File: src/rtl/tmr_match_pkg.sv
package tmr_match_pkg;
  localparam int CH_COUNT = 4;
  localparam int CNT_BITS = 10;

  // strobes from control to datapath, one set per cycle
  typedef struct packed {
    logic                reload;   // copy buffers to active, all channels
    logic                direct;   // compare writes go straight to active
    logic [CH_COUNT-1:0] wrSel;    // compare register being written
    logic [CH_COUNT-1:0] clrMask;  // flag clear request
  } ctrlStrb_t;
endpackage

File: src/rtl/tmr_match_ctrl.sv
module tmr_match_ctrl
  import tmr_match_pkg::*;
#(
  parameter int NUM_CH = CH_COUNT,
  parameter int ADDR_W = $clog2(NUM_CH + 3)
) (
  input  logic              clk,
  input  logic              rstN,
  input  logic              wrEn,
  input  logic [ADDR_W-1:0] wrAddr,
  input  logic [NUM_CH-1:0] wrLow,
  input  logic              topEvt,
  input  logic              botEvt,
  input  logic [NUM_CH-1:0] ackIn,
  output ctrlStrb_t         strbs,
  output logic [NUM_CH-1:0] ienQ
);
  localparam logic [ADDR_W-1:0] ADDR_CTRL = ADDR_W'(NUM_CH);
  localparam logic [ADDR_W-1:0] ADDR_IEN  = ADDR_W'(NUM_CH + 1);
  localparam logic [ADDR_W-1:0] ADDR_CLR  = ADDR_W'(NUM_CH + 2);

  logic pwmModeQ;
  logic reloadAtBotQ;

  always_ff @(posedge clk) begin
    if (!rstN) begin
      pwmModeQ     <= 1'b0;
      reloadAtBotQ <= 1'b0;
      ienQ         <= '0;
    end else if (wrEn) begin
      if (wrAddr == ADDR_CTRL) begin
        pwmModeQ     <= wrLow[0];
        reloadAtBotQ <= wrLow[1];
      end
      if (wrAddr == ADDR_IEN) ienQ <= wrLow;
    end
  end

  always_comb begin
    strbs        = '0;
    strbs.direct = !pwmModeQ;
    strbs.reload = pwmModeQ && (reloadAtBotQ ? botEvt : topEvt);
    for (int i = 0; i < NUM_CH; i++) begin
      strbs.wrSel[i] = wrEn && (wrAddr == ADDR_W'(i));
    end
    strbs.clrMask = ackIn | ((wrEn && wrAddr == ADDR_CLR) ? wrLow : '0);
  end

  // the event that is not selected never causes a reload
  p_wrong_event_r8: assert property (@(posedge clk) disable iff (!rstN)
    (pwmModeQ && reloadAtBotQ && !botEvt) |-> !strbs.reload);
  p_wrong_event_top_r8: assert property (@(posedge clk) disable iff (!rstN)
    (pwmModeQ && !reloadAtBotQ && !topEvt) |-> !strbs.reload);
endmodule

File: src/rtl/tmr_match_dp.sv
module tmr_match_dp
  import tmr_match_pkg::*;
#(
  parameter int               NUM_CH    = CH_COUNT,
  parameter int               CNT_W     = CNT_BITS,
  parameter logic [NUM_CH-1:0] FLAG_MASK = 4'b1011
) (
  input  logic              clk,
  input  logic              rstN,
  input  logic [CNT_W-1:0]  cntIn,
  input  logic [CNT_W-1:0]  wrData,
  input  ctrlStrb_t         strbs,
  input  logic [NUM_CH-1:0] forceIn,
  input  logic [NUM_CH-1:0] ienQ,
  output logic [NUM_CH-1:0] matchStrb,
  output logic [NUM_CH-1:0] flagOut,
  output logic [NUM_CH-1:0] irqReq
);
  logic [CNT_W-1:0] bufQ [NUM_CH];
  logic [CNT_W-1:0] actQ [NUM_CH];
  logic [NUM_CH-1:0] hit;

  for (genvar i = 0; i < NUM_CH; i++) begin : g_ch
    always_ff @(posedge clk) begin
      if (!rstN) begin
        bufQ[i] <= '0;
        actQ[i] <= '0;
      end else begin
        if (strbs.wrSel[i]) bufQ[i] <= wrData;
        if (strbs.reload) actQ[i] <= bufQ[i];
        else if (strbs.wrSel[i] && strbs.direct) actQ[i] <= wrData;
      end
    end

    assign hit[i] = (cntIn == actQ[i]);

    always_ff @(posedge clk) begin
      if (!rstN) begin
        matchStrb[i] <= 1'b0;
        flagOut[i]   <= 1'b0;
      end else begin
        matchStrb[i] <= hit[i] | forceIn[i];
        flagOut[i]   <= (flagOut[i] & ~strbs.clrMask[i]) | (hit[i] & FLAG_MASK[i]);
      end
    end

    assign irqReq[i] = flagOut[i] & ienQ[i];

    // a match or a force shows up as a strobe one cycle later
    p_strobe_r2: assert property (@(posedge clk) disable iff (!rstN)
      (hit[i] || forceIn[i]) |=> matchStrb[i]);
    // flag follows a match on flagged channels
    if (FLAG_MASK[i]) begin : g_flag
      p_flag_set_r3: assert property (@(posedge clk) disable iff (!rstN)
        hit[i] |=> flagOut[i]);
    end
    // a flag without a clear request stays set
    p_flag_hold_r5: assert property (@(posedge clk) disable iff (!rstN)
      (flagOut[i] && !strbs.clrMask[i]) |=> flagOut[i]);
    p_flag_clr_r5: assert property (@(posedge clk) disable iff (!rstN)
      (strbs.clrMask[i] && !hit[i]) |=> !flagOut[i]);
    // a reload copies the buffer into the active value
    p_reload_r7: assert property (@(posedge clk) disable iff (!rstN)
      strbs.reload |=> (actQ[i] == $past(bufQ[i])));
    p_hold_r7: assert property (@(posedge clk) disable iff (!rstN)
      (!strbs.reload && !strbs.direct) |=> $stable(actQ[i]));
  end
endmodule

File: src/rtl/tmr_match_unit.sv
module tmr_match_unit
  import tmr_match_pkg::*;
#(
  parameter int                NUM_CH    = CH_COUNT,
  parameter int                CNT_W     = CNT_BITS,
  parameter logic [NUM_CH-1:0] FLAG_MASK = 4'b1011,
  localparam int               ADDR_W    = $clog2(NUM_CH + 3)
) (
  input  logic              clk,
  input  logic              rstN,
  input  logic [CNT_W-1:0]  cntIn,
  input  logic              topEvt,
  input  logic              botEvt,
  input  logic              wrEn,
  input  logic [ADDR_W-1:0] wrAddr,
  input  logic [CNT_W-1:0]  wrData,
  input  logic [NUM_CH-1:0] ackIn,
  input  logic [NUM_CH-1:0] forceIn,
  output logic [NUM_CH-1:0] matchStrb,
  output logic [NUM_CH-1:0] flagOut,
  output logic [NUM_CH-1:0] irqReq
);
  ctrlStrb_t         strbs;
  logic [NUM_CH-1:0] ienQ;

  tmr_match_ctrl #(.NUM_CH(NUM_CH), .ADDR_W(ADDR_W)) ctrl_i (
    .clk    (clk),
    .rstN   (rstN),
    .wrEn   (wrEn),
    .wrAddr (wrAddr),
    .wrLow  (wrData[NUM_CH-1:0]),
    .topEvt (topEvt),
    .botEvt (botEvt),
    .ackIn  (ackIn),
    .strbs  (strbs),
    .ienQ   (ienQ)
  );

  tmr_match_dp #(.NUM_CH(NUM_CH), .CNT_W(CNT_W), .FLAG_MASK(FLAG_MASK)) dp_i (
    .clk       (clk),
    .rstN      (rstN),
    .cntIn     (cntIn),
    .wrData    (wrData),
    .strbs     (strbs),
    .forceIn   (forceIn),
    .ienQ      (ienQ),
    .matchStrb (matchStrb),
    .flagOut   (flagOut),
    .irqReq    (irqReq)
  );

  // a request needs a flag behind it
  p_irq_needs_flag_r4: assert property (@(posedge clk) disable iff (!rstN)
    irqReq |-> ((irqReq & ~flagOut) == '0));
endmodule

File: config.mk
export PLATFORM = sky130hd
export DESIGN_NAME = tmr_match_unit
export DESIGN_NICKNAME = d
export VERILOG_FILES = /design/src/rtl/tmr_match_pkg.sv /design/src/rtl/tmr_match_ctrl.sv /design/src/rtl/tmr_match_dp.sv /design/src/rtl/tmr_match_unit.sv
export SDC_FILE = /design/constraint.sdc
export NUM_CORES = 1
export LEC_CHECK = 0
export BUFFER_PORTS_ARGS = -buffer_cell sky130_fd_sc_hd__buf_2
export CORE_UTILIZATION = 35
export DETAILED_ROUTE_END_ITERATION = 7
export PLACE_DENSITY = 0.6
export SLEW_MARGIN = 5
export SYNTH_ARGS = -nofsm -noshare
export SYNTH_HDL_FRONTEND = slang
export SYNTH_HIERARCHICAL = 1
export SYNTH_SLANG_ARGS = --single-unit
File: constraint.sdc
create_clock -name clk -period 1.91 [get_ports clk]
set_clock_uncertainty 0.1 [all_clocks]
set_input_delay 0.0955 -clock clk [delete_from_list [all_inputs] [get_ports clk]]
set_output_delay 0.0955 -clock clk [all_outputs]
set_load 0.02 [all_outputs]
==> impl_metrics.csv, run 1 <==
group,metric,value,unit
synth,ys_warn_count,6,
setup_path,cp-start-kind,"register",
synth,synth_xor_area_share,8.09,%
floorplanning,initial_utilization,36.0,%
global_routing,grt_start_max_net_pins,45,
worst_hold_path,hold_path.class,"in2reg",
timing,holdWs,19.5,ps
timing,min_period,1750,ps
power_and_ir_drop,irDropWorstVdd,0.551,mV
timing,tightest_slew,453,ps
timing,drv_slew,0,
synth,synth_mux_area_share,1.62,%
floorplanning,std_cell_rows,40,
setup_path,worstPathArrival,1720,ps
job,cap_violations,0,
cts,clock-sinks,94,
detailed_routing,via_count,2659,
place,portBuffers,47,
timing,hold_viol,0,
finish,drive_gt1_share,23.7,%
floorplanning,dieArea,12800,um2
worst_hold_path,worstHoldEndpoint,"dp_i/flagOut[0]",
global_routing,grtUsageTotal,15.3,%
place,hpwlAfterDp,6.73,mm
detailed_routing,post_drt_wl_per_cell,17.8,um
detailed_routing,wl,9.30,mm
detailed_routing,drt_iter0_markers,139,
setup_path,rrSetupSlack,160,ps
synth,syn-num-nets,357,
detailed_routing,drc_errors,0,
cts,clk_pin_slew_worst_paths,70,ps
finish,antenna_cells,0,
detailed_routing,ant_nets,0,
setup_path,cp.required,1880,ps
run_status,status,"completed",
global_routing,grt.overflow.total,0,
setup_path,r2r_start,"ctrl_i/reloadAtBotQ",
place,place_worst_setup_slack,77.4,ps
synth,synth.avg_cell_area,13.5,um2
synth,ys_types,28,
place,place_congestion,0.742,
global_routing,grt_pass1_wl,14.6,mm
detailed_routing,dr.pass1.iters,4,
synth,yosys.area_share.simple,14.3,%
setup_path,ff2ff_path_depth,5,
timing,max_slew_margin,69.4,%
cts,cts_htree_levels,3,
synth,syn_inst,321,
timing,finalSetupViolCount,0,
cts,clockBufferDepth,2,
power_and_ir_drop,power_density,873,nW/um2
power_and_ir_drop,p_leak,2.02,nW
setup_path,criticalPathCategory,"reg2reg",
cts,numCtsBuffers,9,
floorplanning,die_w,113,um
timing,fmax,571,MHz
cts,clock_latency,340,ps
cts,cts_tree,"yes",
detailed_routing,post_drt_via_cell_ratio,5.08,
finish,fin_nets,407,
floorplanning,fp.dieH,113,um
global_routing,grt_pass1_vias,2585,
setup_path,crit_path_end_kind,"register",
finish,area_growth,17.5,%
worst_hold_path,min-delay-start,"ackIn[0]",
setup_path,path_max_fanout,10,
finish,most-common-layout-cells,"80 x edfxtp_1, 47 x buf_2, 40 x a22o_1, 40 x and3_1, 40 x xnor2_1",
synth,ys_seq_elements,94,
synth,syn-cell-area,4330,um2
setup_path,worst_r2r_endpoint,"dp_i/actQ[0][7]",
floorplanning,core,12000,um2
timing,rsz0062_at_grt,"no",
cts,cts-root-buf,"clkbuf_16",
global_routing,antenna_found_initial,0,
cts,cts_setup_buffers,0,
timing,tns,0,ps
synth,yosysSeqAreaShare,62.0,%
worst_hold_path,whs_path_depth,4,
timing,period_share,91.6,%
synth,synth_compound_area_share,10.0,%
synth,synth-adder-area-share,0,%
timing,layout_setup_ws,160,ps
finish,layout_commonest_cell,"edfxtp_1",
synth,synth_top_family_by_area,"simple AND/OR/NAND/NOR gates",
floorplanning,io_pins,48,
==> where the power goes <==
group | total (mW) | switching [mW] | internal [mW]
logic | 0.358 | 0.204 | 0.154
clock network | 1.71 | 0.743 | 0.965
registers | 2.37 | 0.0399 | 2.33
==> cell usage after synthesis <==
cell type	count	area (um2)
a21o_1	4	30.0
a22o_1	40	350
and2_1	5	31.3
and2b_4	1	10.0
and3_1	40	250
and3_4	4	45.0
and4b_1	3	30.0
and4bb_2	2	25.0
buf_1	2	7.51
buf_2	10	50.1
buf_6	5	56.3
clkbuf_1	13	48.8
clkbuf_2	1	5.00
dfxtp_1	14	280
edfxtp_1	80	2400
inv_1	1	3.75
mux2i_1	7	70.1
nand2_1	15	56.3
nand2b_1	5	31.3
nand3_1	4	20.0
nand3b_1	3	22.5
nand4_1	8	50.1
nor2_1	2	7.51
nor4b_1	1	8.76
nor4bb_1	1	10.0
o31ai_1	7	52.6
or2b_1	3	22.5
xnor2_1	40	350
==> final cells by class <==
| type | instances | area (um2) |
|---|---|---|
| multi-input combinational | 195 | 1480 |
| inverter | 1 | 3.75 |
| clock inverter | 6 | 40.0 |
| fill | 1094 | 6930 |
| timing repair buffer | 70 | 448 |
| tap | 147 | 184 |
| sequential | 94 | 2680 |
| clock buffer | 10 | 250 |
==> worst max-delay path, stage by stage, from the launching register on <==
cell and delay [ps]:
dfxtp_1 340, mux2i_1 180, nor2_1 60, and2b_4 280, buf_4 110, or2b_2 400
==> metal layers <==
layer	track usage, %	vias to the layer above	share of wire (%)
met1	20.2	1276	47
met4	5.26	0	1.2
met3	3.21	8	3.6
met5	0	-	0
met2	25.1	62	48
li1	-	1313	-
==> sequential cells by signal, summed over array words and instances (netlist names) <==
register / cells
ctrl_i/pwmModeQ: 1
dp_i/flagOut: 4
ctrl_i/reloadAtBotQ: 1
dp_i/bufQ: 40
dp_i/matchStrb: 4
dp_i/actQ: 40
ctrl_i/ienQ: 4
==> how the worst max path moves through the flow <==
stage                        start               to  slack [ps]  cells past startpoint
2_1_floorplan  ctrl_i/reloadAtBotQ  dp_i/actQ[1][0]         160                      5
3_3_place_gp   ctrl_i/reloadAtBotQ  dp_i/actQ[3][1]         100                      5
3_5_place_dp   ctrl_i/reloadAtBotQ  dp_i/actQ[0][0]          80                      5
4_1_cts        ctrl_i/reloadAtBotQ  dp_i/actQ[0][4]          70                      5
5_1_grt        ctrl_i/reloadAtBotQ  dp_i/actQ[0][7]          80                      5
6_report       ctrl_i/reloadAtBotQ  dp_i/actQ[0][7]         160                      5
==> logic make-up after synthesis <==
| family | Yosys count |
|---|---|
| muxes | 7 |
| xor gates and xnor gates | 40 |
| and+or+nand+nor | 97 |
| AOI/OAI and AO/OA | 51 |
| DFF | 94 |
| buffers and inverters | 32 |
==> metrics by stage <==
| step | instance area, um2 | utilization [%] | power [mW] | instances |
|---|---|---|---|---|
| 6_report | 5080 | 42.3 | 4.44 | 523 |
| 5_1_grt | 5080 | 42.3 | 4.60 | 523 |
| 4_1_cts | 5080 | 42.3 | 4.49 | 523 |
| 3_5_place_dp | 4730 | 39.4 | 2.77 | 501 |
| 3_3_place_gp | 4730 | 39.4 | 2.76 | 501 |
| 2_1_floorplan | 4330 | - | 2.61 | 321 |
==> repair_timing <==
| action | in CTS | in global routing |
|---|---|---|
| endpoints found under the hold margin | 6 | 0 |
| hold buffers | 6 | 0 |
| setup endpoints to repair | 0 | 20 |
| resized for setup | 0 | 2 |
Note: power is estimated with default switching activity, not from simulation.
==> run 2, diff against run 1 <==
CORE_UTILIZATION = 30   (was 35)
GPL_TIMING_DRIVEN = 0   (was not set)
PLACE_DENSITY = 0.54   (was 0.6)
==> impl_metrics.csv, run 2 (synthesized netlist as in run 1, its figures left out) <==
group,metric,value,unit
global_routing,grt_start_max_net_pins,17,
global_routing,antenna_found_initial,0,
job,cap_violations,0,
place,hpwlAfterDp,7.32,mm
detailed_routing,drt_iter0_markers,183,
power_and_ir_drop,combinationalPowerShare,7.6,%
detailed_routing,post_drt_via_cell_ratio,4.73,
power_and_ir_drop,clkPwrFrac,41.0,%
setup_path,ff2ff_path_depth,5,
setup_path,startpoint,"ctrl_i/pwmModeQ",
setup_path,criticalPathCategory,"reg2reg",
timing,period_share,95.6,%
finish,final_util,36.8,%
timing,tightest_slew,779,ps
power_and_ir_drop,power_density,899,nW/um2
power_and_ir_drop,intPower,3.62,mW
setup_path,rrSetupSlack,80,ps
place,dpl_cell_area,4740,um2
detailed_routing,wl,9.99,mm
cts,clk_pin_slew_worst_paths,60,ps
power_and_ir_drop,seqPwrFrac,51.4,%
setup_path,worstPathArrival,1790,ps
power_and_ir_drop,fin_total_pwr,4.62,mW
finish,drive_gt1_share,20.7,%
setup_path,cp.required,1880,ps
detailed_routing,via_count,2651,
setup_path,crit_path_end_kind,"register",
detailed_routing,ant_nets,0,
setup_path,cp-start-kind,"register",
power_and_ir_drop,irDropWorstVdd,0.421,mV
global_routing,grt_pass1_wl,15.1,mm
detailed_routing,post_drt_wl_per_cell,17.8,um
cts,numCtsBuffers,9,
floorplanning,io_pins,48,
place,portBuffers,37,
run_status,status,"completed",
finish,reg.largest.list,"dp_i/actQ x40, dp_i/bufQ x40",
setup_path,worst_r2r_endpoint,"dp_i/actQ[0][4]",
timing,max_slew_margin,47.4,%
finish,layout_commonest_cell,"edfxtp_1",
worst_hold_path,hold_path.class,"in2reg",
power_and_ir_drop,switching_share,21.6,%
timing,fmax,548,MHz
timing,hold_viol,0,
power_and_ir_drop,p_leak,1.99,nW
setup_path,r2r_start,"ctrl_i/pwmModeQ",
floorplanning,std_cell_rows,43,
finish,antenna_cells,0,
timing,finalSetupViolCount,0,
power_and_ir_drop,power.net_switching,0.997,mW
finish,most-common-layout-cells,"80 x edfxtp_1, 47 x buf_2, 40 x a22o_1, 40 x and3_1, 40 x xnor2_1",
floorplanning,die_w,122,um
global_routing,grt_pass1_vias,2571,
cts,clock_latency,330,ps
floorplanning,core,14000,um2
place,place_congestion,0.758,
floorplanning,fp.dieH,122,um
finish,area_growth,18.8,%
cts,cts_tree,"yes",
timing,holdWs,14.0,ps
detailed_routing,drc_errors,0,
timing,tns,0,ps
floorplanning,initial_utilization,30.9,%
setup_path,path_max_fanout,10,
floorplanning,dieArea,14900,um2
cts,cts_setup_buffers,0,
setup_path,crit_end,"dp_i/actQ[0][4]",
cts,cts_htree_levels,3,
global_routing,grtUsageTotal,14.2,%
timing,min_period,1830,ps
finish,fin_nets,412,
finish,design_area,5140,um2
cts,clockBufferDepth,2,
cts,cts-root-buf,"clkbuf_16",
timing,drv_slew,0,
cts,clock-sinks,94,
timing,rsz0062_at_grt,"no",
global_routing,grt.overflow.total,0,
detailed_routing,dr.pass1.iters,4,
## run 2: cell count changes in the layout (fill, tap and decap cells not counted), sizes merged
cell	before	now
buf	64	54
bufinv	0	2
clkbuf	10	23
clkinv	3	2
clkinvlp	0	2
dlygate4sd3	6	7
inv	4	2
## run 2: per-stage QoR
stage | cells | setup WS [ps]
2_1_floorplan | 321 | 158
3_3_place_gp | 538 | -253
3_5_place_dp | 538 | -221
4_1_cts | 561 | 106
5_1_grt | 561 | 27.2
6_report | 561 | 83.8
## run 2: worst max-delay path, stage by stage (launching register included)
cell     delay [ps]
dfxtp_1         340
inv_1           130
nor2_1          160
and2b_4         240
and3_4          190
or2b_2          400
## run 2: how the worst min path moves through the flow
stage | startpoint | endpoint | slack (ps) | cells after the start
after global routing | ackIn[3] | dp_i/flagOut[3] | 40 | 4
after detailed placement | forceIn[3] | dp_i/matchStrb[3] | 200 | 3
after floorplan | forceIn[0] | dp_i/matchStrb[0] | 110 | 2
after global placement | forceIn[1] | dp_i/matchStrb[1] | 210 | 3
after CTS | ackIn[3] | dp_i/flagOut[3] | 6 | 4
final | ackIn[3] | dp_i/flagOut[3] | 10 | 4
## run 2: area by class of cell
class,instances,area [um2]
plain buffers,31,168
clock buffers,9,225
clock inverters,7,96.3
fillers,1353,8850
inverters,1,3.75
multi-input cells,195,1490
flip-flops and latches,94,2680
well taps,180,225
repair buffers,44,255
## run 2: power groups by stage
stage                     logic [mW]  clock network (mW)  registers, mW
after detailed placement       0.342                   0           2.42
final                          0.353                1.89           2.37
after CTS                      0.358                1.92           2.37
after global placement         0.334                   0           2.42
after global routing           0.384                2.00           2.38
after floorplan                0.203                   0           2.41
## run 2: routing by layer
layer	GRT usage (%)	vias up	wire length, um
li1	-	1315	-
met1	17.6	1268	4400
met2	23.8	57	5010
met3	2.72	11	422
met4	7.09	0	165
met5	0	-	0
## run 2: timing repair
item / CTS / global route
hold buffers: 7 / 0
hold endpoints to repair: 7 / 0
endpoints found under the setup margin: 30 / 0
resized for setup: 4 / 0
